===== src/rtl/pla_pkg.sv =====
package pla_pkg;
  // Input-plane cell encoding
  typedef enum logic [1:0] {
    CELL_SKIP = 2'b00,
    CELL_TRUE = 2'b01,
    CELL_INV  = 2'b10,
    CELL_KILL = 2'b11
  } cell_e;

  localparam int unsigned CELL_W = 2;
endpackage


===== src/rtl/pla_term_row.sv =====
module pla_term_row
  import pla_pkg::*;
#(
  parameter int unsigned NUM_IN  = 3,
  parameter int unsigned NUM_OUT = 4,
  parameter int unsigned IDX_W   = 3,
  parameter int unsigned ROW_ID  = 0
) (
  input  logic                     clk_i,
  input  logic                     rst_ni,
  input  logic                     we_i,
  input  logic [IDX_W-1:0]         idx_i,
  input  logic [CELL_W*NUM_IN-1:0] and_i,
  input  logic [NUM_OUT-1:0]       or_i,
  input  logic [NUM_IN-1:0]        in_i,
  output logic                     term_o,
  output logic [NUM_OUT-1:0]       conn_o
);
  localparam int unsigned ROW_W = CELL_W * NUM_IN;

  logic [ROW_W-1:0]   and_q;
  logic [NUM_OUT-1:0] or_q;
  logic               hit;
  logic [NUM_IN-1:0]  cell_ok;

  assign hit = we_i && (idx_i == IDX_W'(ROW_ID));

  always_ff @(posedge clk_i or negedge rst_ni) begin
    if (!rst_ni) begin
      and_q <= '0;
      or_q  <= '0;
    end else if (hit) begin
      and_q <= and_i;
      or_q  <= or_i;
    end
  end

  for (genvar k = 0; k < NUM_IN; k++) begin : g_cell
    always_comb begin
      unique case (cell_e'(and_q[CELL_W*k +: CELL_W]))
        CELL_SKIP: cell_ok[k] = 1'b1;
        CELL_TRUE: cell_ok[k] = in_i[k];
        CELL_INV:  cell_ok[k] = ~in_i[k];
        default:   cell_ok[k] = 1'b0;
      endcase
    end
  end

  assign term_o = &cell_ok;
  assign conn_o = or_q;

  AST_ROW_LOAD: assert property (@(posedge clk_i) disable iff (!rst_ni)
    hit |=> (and_q == $past(and_i)) && (or_q == $past(or_i)));
  AST_ROW_HOLD: assert property (@(posedge clk_i) disable iff (!rst_ni)
    !hit |=> $stable(and_q) && $stable(or_q));
  AST_EMPTY_ROW_ONE: assert property (@(posedge clk_i) disable iff (!rst_ni)
    (and_q == '0) |-> term_o);
  AST_KILL_ZERO: assert property (@(posedge clk_i) disable iff (!rst_ni)
    ((and_q & (and_q >> 1) & {NUM_IN{2'b01}}) != '0) |-> !term_o);
endmodule


===== src/rtl/pla_or_plane.sv =====
module pla_or_plane #(
  parameter int unsigned NUM_TERMS = 5,
  parameter int unsigned NUM_OUT   = 4
) (
  input  logic [NUM_TERMS-1:0]              term_i,
  input  logic [NUM_TERMS-1:0][NUM_OUT-1:0] conn_i,
  output logic [NUM_OUT-1:0]                out_o
);
  for (genvar j = 0; j < NUM_OUT; j++) begin : g_out
    logic [NUM_TERMS-1:0] col;
    for (genvar t = 0; t < NUM_TERMS; t++) begin : g_col
      assign col[t] = conn_i[t][j];
    end
    assign out_o[j] = |(term_i & col);
  end
endmodule


===== src/rtl/pla_array.sv =====
module pla_array
  import pla_pkg::*;
#(
  parameter int unsigned NUM_IN    = 3,
  parameter int unsigned NUM_TERMS = 5,
  parameter int unsigned NUM_OUT   = 4,
  localparam int unsigned IDX_W    = (NUM_TERMS > 1) ? $clog2(NUM_TERMS) : 1
) (
  input  logic                     clk_i,
  input  logic                     rst_ni,
  input  logic                     cfg_we_i,
  input  logic [IDX_W-1:0]         cfg_idx_i,
  input  logic [CELL_W*NUM_IN-1:0] cfg_and_i,
  input  logic [NUM_OUT-1:0]       cfg_or_i,
  input  logic [NUM_IN-1:0]        in_i,
  output logic [NUM_OUT-1:0]       out_o
);
  logic [NUM_TERMS-1:0]              term_v;
  logic [NUM_TERMS-1:0][NUM_OUT-1:0] conn_v;
  logic                              idx_oor;

  for (genvar t = 0; t < NUM_TERMS; t++) begin : g_row
    pla_term_row #(
      .NUM_IN (NUM_IN),
      .NUM_OUT(NUM_OUT),
      .IDX_W  (IDX_W),
      .ROW_ID (t)
    ) u_row (
      .clk_i (clk_i),
      .rst_ni(rst_ni),
      .we_i  (cfg_we_i),
      .idx_i (cfg_idx_i),
      .and_i (cfg_and_i),
      .or_i  (cfg_or_i),
      .in_i  (in_i),
      .term_o(term_v[t]),
      .conn_o(conn_v[t])
    );
  end

  pla_or_plane #(
    .NUM_TERMS(NUM_TERMS),
    .NUM_OUT  (NUM_OUT)
  ) u_or (
    .term_i(term_v),
    .conn_i(conn_v),
    .out_o (out_o)
  );

  assign idx_oor = {1'b0, cfg_idx_i} >= (IDX_W+1)'(NUM_TERMS);

  AST_OOR_NO_EFFECT: assert property (@(posedge clk_i) disable iff (!rst_ni)
    (cfg_we_i && idx_oor) |=> ($stable(in_i) -> $stable(out_o)));
  AST_OUT_NEEDS_TERM: assert property (@(posedge clk_i) disable iff (!rst_ni)
    (out_o != '0) |-> (term_v != '0));
  AST_RESET_CLEAR: assert property (@(posedge clk_i)
    $rose(rst_ni) |-> (out_o == '0));
endmodule


===== config.mk =====
export PLATFORM = sky130hd
export DESIGN_NAME = pla_array
export DESIGN_NICKNAME = d
export VERILOG_FILES = /design/src/rtl/pla_pkg.sv /design/src/rtl/pla_term_row.sv /design/src/rtl/pla_or_plane.sv /design/src/rtl/pla_array.sv
export SDC_FILE = /design/constraint.sdc
export NUM_CORES = 1
export LEC_CHECK = 0
export BUFFER_PORTS_ARGS = -buffer_cell sky130_fd_sc_hd__buf_2
export CAP_MARGIN = 0
export CORE_ASPECT_RATIO = 1.5
export CORE_MARGIN = 2
export CORE_UTILIZATION = 34
export CTS_CLUSTER_SIZE = 16
export DETAILED_ROUTE_END_ITERATION = 6
export PLACE_DENSITY = 0.58
export SLEW_MARGIN = 20
export SYNTH_ARGS = -nofsm -noshare
export SYNTH_HDL_FRONTEND = slang
export SYNTH_SLANG_ARGS = --single-unit
export TNS_END_PERCENT = 50

===== constraint.sdc =====
create_clock -name clk_i -period 3.6 [get_ports clk_i]
set_clock_uncertainty 0.15 [all_clocks]
set_input_delay 0.36 -clock clk_i [delete_from_list [all_inputs] [get_ports clk_i]]
set_output_delay 0.36 -clock clk_i [all_outputs]
set_load 0.005 [all_outputs]

Word-level counts from Yosys, hierarchy flattened
Cells that the tools add are included.
Widths: inputs -> output; s select.
{ "op_classes": {"n_reduce_logical": 30, "mux": 15, "bitwise_logic": 7, "eq_ne": 34} }
{ "ops": {"columns": ["op", "count"], "rows": [
  ["$pmux 1 s3", 15],
  ["$eq 2x1->1 const B", 15],
  ["$eq 2x2->1 const B", 15],
  ["$logic_not 2->1", 15],
  ["$and 5x5->5", 4],
  ["$reduce_or 5->1", 4],
  ["$reduce_and 3->1", 5],
  ["$eq 3x2->1 const B", 2],
  ["$logic_and 1x1->1", 5],
  ["$eq 3x1->1 const B", 1],
  ["$eq 3x3->1 const B", 1],
  ["$logic_not 3->1", 1],
  ["$not 1->1", 3]
]} }
{ "word_totals": {"in_bits": 19, "register_bits": 50, "elab_cells": 96} }

Depth between registers and ports, before layout
Gate-level depths: netlist (run 1).
{ "depth": {"depth_word": 5, "depth_mapped": 5} }

Hierarchy
From an unflattened synthesis (run 1), not the netlist that was laid out.
{ "unflattened": {"hier_cells": 142, "hier_area_um2": 2357.3} }
{ "modules_own_cells": {"columns": ["module", "area_per_inst_um2", "instances", "seq_area_each_um2", "cells_per_inst"], "rows": [
  ["pla_term_row at g_row[1].u_row ...", 460.4, 3, 250.2, 26],
  ["pla_term_row at g_row[3].u_row", 456.7, 1, 250.2, 26],
  ["pla_term_row at g_row[0].u_row", 434.2, 1, 250.2, 26],
  ["pla_or_plane", 85.1, 1, 0.0, 12]
]} }

Worst setup path before layout (run 1)
Ideal clock, no wire load.
{ "synth_timing": {"path_kind": "input to output", "start": "input in_i[2]", "end": "output out_o[0]", "t_arrival_ns": 1.244, "required_ns": 3.090, "slack_ns": 1.846, "path_stages": 5, "cell_sequence": "buf_6 -> mux2_4 -> a211oi_4 -> a32oi_1 -> nand3_1"} }
{ "synth_via": {"elab_chain_cells": 5} }
{ "synth_rtl": {"columns": ["element", "line", "text"], "rows": [
  ["from (decl)", "pla_array.sv:15", "input logic [NUM_IN-1:0] in_i,"],
  ["$not 1->1", "pla_term_row.sv:43", "CELL_INV: cell_ok[k] = ~in_i[k];"],
  ["$pmux 1 s3", "pla_term_row.sv:40", "unique case (cell_e'(and_q[CELL_W*k +: CELL_W]))"],
  ["$reduce_and 3->1", "pla_term_row.sv:49", "assign term_o = &cell_ok;"],
  ["$and 5x5->5 (*)", "pla_or_plane.sv:14", "assign out_o[j] = |(term_i & col);"],
  ["$reduce_or 5->1 (*)", "pla_or_plane.sv:14", null],
  ["to (decl)", "pla_array.sv:16", "output logic [NUM_OUT-1:0] out_o"]
]} }
Mark *: on every way between the ends. The rest lies on a longest branch, timed or not.

Final worst setup path (run 1)
{ "layout_timing": {"start": "register g_row[0].u_row.and_q[4]", "end": "output out_o[3]"} }
{ "layout_via": {"elab_chain_cells": 5} }
{ "layout_rtl": {"columns": ["element", "line", "text"], "rows": [
  ["from (decl)", "pla_term_row.sv:21", "logic [ROW_W-1:0] and_q;"],
  ["from (signal assigned)", "pla_term_row.sv:33", "and_q <= and_i;"],
  ["$eq 2x2->1 (tied with other cells)", "pla_term_row.sv:40", null],
  ["$pmux 1 s3 (*)", "pla_term_row.sv:40", null],
  ["$reduce_and 3->1 (*)", "pla_term_row.sv:49", null],
  ["$and 5x5->5 (*)", "pla_or_plane.sv:14", null],
  ["$reduce_or 5->1 (*)", "pla_or_plane.sv:14", null]
]} }
Marked as above.

==> run metrics, run 1 <==
Cells after DPL 252; maxcap violations 0; largest family of logic cells by synthesized area multiplexers; Seq/Total Area, Yosys 56.1%; Total Nets Final 203; drt initial violations between 50 and 60; H-tree depth 2; Pwr Total 0.00143 W; Post-synth top flop dfrtp_1; CP required 3.09 ns; ANT nets after route 0; simple-gate share of the synthesized area between 7 and 8%; Peak VDD IR 0.189 mV; Post-synth top cells dfrtp_1 (50), mux2_2 (46), mux2i_1 (13); first-pass GRT wire length 7400 um; CTS sink cnt 50; maximum clock rate around 480 MHz; PD cells approximately 560 nW/um2; worst-margin pin slew 0.627 ns; CTS Buf Count 5; post-route cell area 2530 um2; metal3 WL 120 um; fillers about 660; Worst setup EP type output pin; clock root buffer clkbuf_8; CP startpoint kind flip-flop; Seq cells post-synth 50; top-level I/O count 23; DRC violations left 0; hold crit path type input port to flip-flop; wl on met1 about 1800 um; critical path type flip-flop to output pin; Crit Path Max Fanout 4; share of cells above drive strength 1 44.3%; chip height 103 um; clk slew on worst S/H paths 0.08 ns; synthesized netlist net count 177; unrepaired setup endpoints after global routing no; vias in the first global route 1395; xor and xnor area share after synthesis 0%; clock tree buffer depth 2; top-count cell post-synth dfrtp_1; Mapped Cells 158; ranking of synthesized cells by area dfrtp_1 (56%), mux2_2 (23%), mux2i_1 (5.8%); Layout area overhead 13.2%; Initial Util 34.7%; Vias 1298; Die Width 70.2 um; share of flip-flops with an asynchronous set or reset 100%; hpwl dp 3220 um; global placement routability congestion 0.708; Max Slew Vio Count 0; complex-gate fraction of the synthesized area 4.88%; port buffer count 22; WP data arrival about 1.6 ns; post-CTS setup buffers 0; drt total wl roughly 4500 um; post-cts sizing count 0; status finished clean; Post-Layout Cell Count 261; vias per inst 4.97; die area 7240 um2; routed len/inst 17.4 um; hold buffer count at cts 1; GRT overflow 0; Met2 Wirelength 2530 um; total track usage 13.8%; Antenna diodes 0; Synth top area share between 50% and 60%; syn avg cell area 14.1 um2; setup TNS 0 ns; largest net degree at the start of global routing 51; Hold Worst Slack 0.184 ns; synthesized-area fraction occupied by adder cells 0%; Relative slew margins slightly below 60%; Final min period between 2 and 2.5 ns; Unique masters post-synth 22; multiplexer share of the synthesized area between 20 and 30%; row count 36; Core ar. 6440 um2; Post-DP Area 2410 um2; clk_lat worst skew 0.29 ns; final hold violations 0; Period Utilization, post-route 58.5%; CTS tree done; endpoints failing setup 0; DR top layer met4; initial antenna violation count 0; Post-synth EDFFs 0; yosys warns 0; Pre-antenna DRT Iters 3; area leader, netlist dfrtp_1; Leak Pwr 1.12 nW; Mapped Area 2230 um2
## path summary, 6_finish.rpt
kind,from,end,slack (ns),cells after the start
worst min-delay path,cfg_or_i[1],g_row[4].u_row.conn_o[1],0.18,3
worst max register to register,g_row[0].u_row.and_q[1],g_row[0].u_row.and_q[1],2.66,1
worst min register to register,g_row[0].u_row.and_q[0],g_row[0].u_row.and_q[0],0.36,1
worst max-delay path,g_row[0].u_row.and_q[4],out_o[3],1.50,5
min in group asynchronous,rst_ni,g_row[0].u_row.conn_o[2],0.46,2
max in group asynchronous,rst_ni,g_row[0].u_row.conn_o[3],2.41,2
## per-layer routing
layer | vias to the layer above | GRT usage, %
met5 | - | 0
met4 | 0 | 5.33
met3 | 6 | 3.00
met2 | 18 | 25.7
met1 | 648 | 15.3
li1 | 626 | -
## where the power goes
group / total, W / switching [W] / internal (W)
Combinational: 0.000299 / 0.000131 / 0.000168
Sequential: 0.000747 / 0.0000628 / 0.000684
Clock: 0.000381 / 0.000173 / 0.000208
Total: 0.00143 / 0.000367 / 0.00106
## stage by stage
stage                     setup WS, ns  util [%]
final                             1.50      39.2
after global routing              1.41      39.2
after CTS                         1.46      39.2
after detailed placement          1.57      37.4
after global placement            1.57      37.4
after floorplan                   1.85         -
## layout by cell type, fill, tap and decap left out
cell,Yosys,final
clkbuf_8,0,5
nor2b_1,1,1
a32oi_1,3,3
nor2_4,2,2
nor2b_2,1,1
dlygate4sd3_1,0,1
inv_1,4,4
bufinv_16,0,1
and3_1,3,3
buf_4,2,2
o21ai_0,4,4
nand2_1,10,10
clkbuf_1,0,2
nor3b_1,1,1
dfrtp_1,50,50
mux2i_1,13,13
nor3_4,1,1
a211oi_4,1,1
mux2_2,46,46
nand3_1,6,6
mux2_4,1,1
nand3_2,1,1
a2bb2oi_1,4,4
a22oi_1,1,1
buf_2,2,21
## sequential cells by signal (all words and copies together), names as in the netlist
name,cells
g_row.u_row.conn_o,20
g_row.u_row.and_q,30
## critical path, stage by stage, from the launching register on
cell and delay [ns]:
dfrtp_1 0.38, mux2_4 0.29, a211oi_4 0.28, a32oi_1 0.14, nand3_1 0.10, buf_2 0.11
## layout make-up
type	count	area, um2	area share [%]
clock inverter	1	30.0	1.19
inverter	4	15.0	0.594
multi-input combinational	99	930	36.8
sequential	50	1250	49.5
tap	76	95.1	3.76
timing repair buffer	24	130	5.15
clock buffer	7	76.3	3.02
## cell families after synthesis
kind of cell / after synthesis
muxes: 60
buffers and inverters: 9
DFF: 50
AOI/OAI and AO/OA: 13
and+or+nand+nor: 26
(Power assumes the default switching activity.)
==> inputs of run 2 (changes only) <==
- ABC_AREA: not set -> 1
- clock period: 3.6 -> 1.96 ns (I/O delays scaled with it)
==> run metrics, run 2 <==
initial antenna violation count 0 (unchanged); Pre-antenna DRT Iters 4 (+1); largest net degree at the start of global routing 25 (-51%); Relative slew margins 59.6% (+1.5 points); CTS sink cnt 50 (unchanged); clock tree buffer depth 2 (unchanged); first-pass GRT wire length 9000 um (+22%); Total Nets Final 323 (+59%); Vias 1819 (+40%); synthesized netlist net count 297 (+68%); Unique masters post-synth 13 (-41%); die area 7240 um2 (about the same); Seq/Total Area, Yosys 56.1% (about the same); status finished clean; Max Slew Vio Count 0 (unchanged); Internal 0.00195 W (+84%); CP startpoint kind flip-flop; share of cells above drive strength 1 15.4% (-29 points); chip height 103 um (about the same); syn avg cell area 8.02 um2 (-43%); Sequential Power Share 48.9% (-3.4 points); Worst setup startpoint g_row[3].u_row.and_q[0]; Initial Util 34.6% (about the same); CTS Buf Count 5 (unchanged); register bank with the most flops g_row.u_row.and_q; GRT overflow 0 (unchanged); Synth top area share 56.1% (about the same); Pwr Total 0.00273 W (+91%); Antenna diodes 0 (unchanged); hpwl dp 3870 um (+20%); clock root buffer clkbuf_8; clk_lat worst skew 0.30 ns (about the same); Post-synth EDFFs 0 (unchanged); top-count cell post-synth nand2_1; CTS tree done; NetSw 0.000780 W (+110%); setup TNS 0 ns (unchanged); Finished Core Util 40.3% (+1.0 points); Post-Layout Cell Count 381 (+46%); Cells after DPL 372 (+48%); hold crit path type input port to flip-flop; unrepaired setup endpoints after global routing no; WP data arrival 1.44 ns (-0.15 ns); Seq cells post-synth 50 (unchanged); Period Utilization, post-route 91.1%; port buffer count 22 (unchanged); Crit Path Max Fanout 4 (unchanged); row count 36 (unchanged); H-tree depth 2 (unchanged); yosys warns 0 (unchanged); critical path type flip-flop to output pin; Worst Min Path Start cfg_and_i[1]; maxcap violations 0 (unchanged); Die Width 70.1 um (about the same); Reg-to-Reg Start g_row[0].u_row.and_q[3]; total track usage 16.2% (+2.5 points); maximum clock rate 560 MHz; Peak VDD IR 0.528 mV (+180%); proportion of power drawn by the clock network 31.5% (+4.8 points); vias per inst 4.77 (-4.0%); Largest register FFs 30 (unchanged); drt total wl 5230 um (+15%); ranking of synthesized cells by area dfrtp_1 (56%), nand2_1 (17%), o21ai_0 (12%); Layout area overhead 16.3%; global placement routability congestion 0.804 (+14%); vias in the first global route 1834 (+31%); commonest non-fill, non-tap cells in the layout nand2_1 (101), o21ai_0 (52), dfrtp_1 (50), inv_1 (23), buf_2 (22); Post-synth top cells nand2_1 (101), o21ai_0 (52), dfrtp_1 (50); Final min period 1.79 ns; final hold violations 0 (unchanged); share of flip-flops with an asynchronous set or reset 100% (unchanged); area leader, netlist dfrtp_1; Worst setup EP type output pin; drt initial violations 126 (+120%); top-level I/O count 23 (unchanged); commonest non-fill, non-tap cell in the layout nand2_1; endpoints failing setup 0 (unchanged); routed len/inst 13.7 um (-21%); post-CTS setup buffers 0 (unchanged); Post-synth top flop dfrtp_1; Leak Pwr 1.35 nW (+21%); Mapped Cells 278 (+76%); ANT nets after route 0 (unchanged); Core ar. 6440 um2 (unchanged); PD cells 1050 nW/um2 (+86%); CP required 1.61 ns (-1.48 ns); Comb power frac 19.6% (-1.4 points); Mapped Area 2230 um2 (about the same); worst-margin pin slew 0.605 ns (-0.0219 ns); Switching Share 28.6% (+2.9 points); DRC violations left 0 (unchanged); clk slew on worst S/H paths 0.10 ns (+0.02 ns)
## run 2: cell count changes in the layout (fill, tap and decap cells not counted), sizes merged, moves of 4 or more
| cell | delta |
|---|---|
| o21ai | +48 |
| buf | +5 |
| nand2 | +91 |
| mux2 | -47 |
| nor2 | +13 |
| inv | +22 |
| a2bb2oi | -4 |
| mux2i | -13 |
| nand3 | +11 |
## run 2: cells by family (layout without fill, tap and decap cells)
logic type / after synthesis / after routing / share of synthesized area, %
flip-flops: 50 / 50 / 56.1
buffers and inverters: 36 / 63 / 6.06
AND/OR/NAND/NOR: 138 / 138 / 25.5
AO/OA/AOI/OAI: 54 / 54 / 12.4
## run 2: worst paths after layout
path | end | slack, ns | cells past startpoint
max | out_o[2] | 0.17 | 8
min | g_row[1].u_row.and_q[1] | 0.07 | 3
max reg2reg | g_row[0].u_row.and_q[3] | 1.12 | 2
min reg2reg | g_row[3].u_row.and_q[2] | 0.34 | 2
max in group asynchronous | g_row[4].u_row.and_q[1] | 0.74 | 3
min in group asynchronous | g_row[2].u_row.conn_o[3] | 0.27 | 2
## run 2: final cells by class
type	count	area [um2]
inverter	26	97.6
tap	76	95.1
clock buffer	5	68.8
timing repair buffer	29	165
multi-input combinational	192	848
clock inverter	3	68.8
sequential	50	1250
fill	680	3850
## run 2: power groups by stage
| stage | combinational [W] | clock, W | sequential [W] |
|---|---|---|---|
| 6_report | 0.000536 | 0.000859 | 0.00133 |
| 5_1_grt | 0.000637 | 0.000927 | 0.00136 |
| 4_1_cts | 0.000545 | 0.000877 | 0.00133 |
| 3_5_place_dp | 0.000542 | 0 | 0.00135 |
| 3_3_place_gp | 0.000528 | 0 | 0.00135 |
| 2_1_floorplan | 0.000363 | 0 | 0.00132 |
## run 2: routing by layer
metal  vias up  global-route usage [%]  routed length [um]
met3         6                    2.23                 128
met1       850                    19.4                2230
li1        928                       -                   -
met5         -                       0                   0
met4         0                    8.58                  81
met2        35                    28.7                2790
## run 2: critical path, cell delays in order (launching register included)
cell,delay (ns)
dfrtp_1,0.36
inv_1,0.04
o21ai_0,0.27
nor2_2,0.09
nand2_1,0.07
nor2_1,0.04
nor2_1,0.09
nand2_1,0.05
buf_2,0.12
## run 2: stage by stage
stage               area (um2)  hold WS [ns]  worst slack, ns
finish                    2590        0.0672            0.174
global route              2590        0.0731           0.0390
detailed placement        2440        0.0699            0.384
CTS                       2590        0.0596           0.0462
global placement          2440        0.0674            0.424
floorplan                 2230        -0.250            0.709
## run 2: what timing repair did
item / CTS / global route
hold buffers: 1 / 0
endpoints found under the hold margin: 22 / 0
setup endpoints to repair: 0 / 4
gates resized for setup: 0 / 1
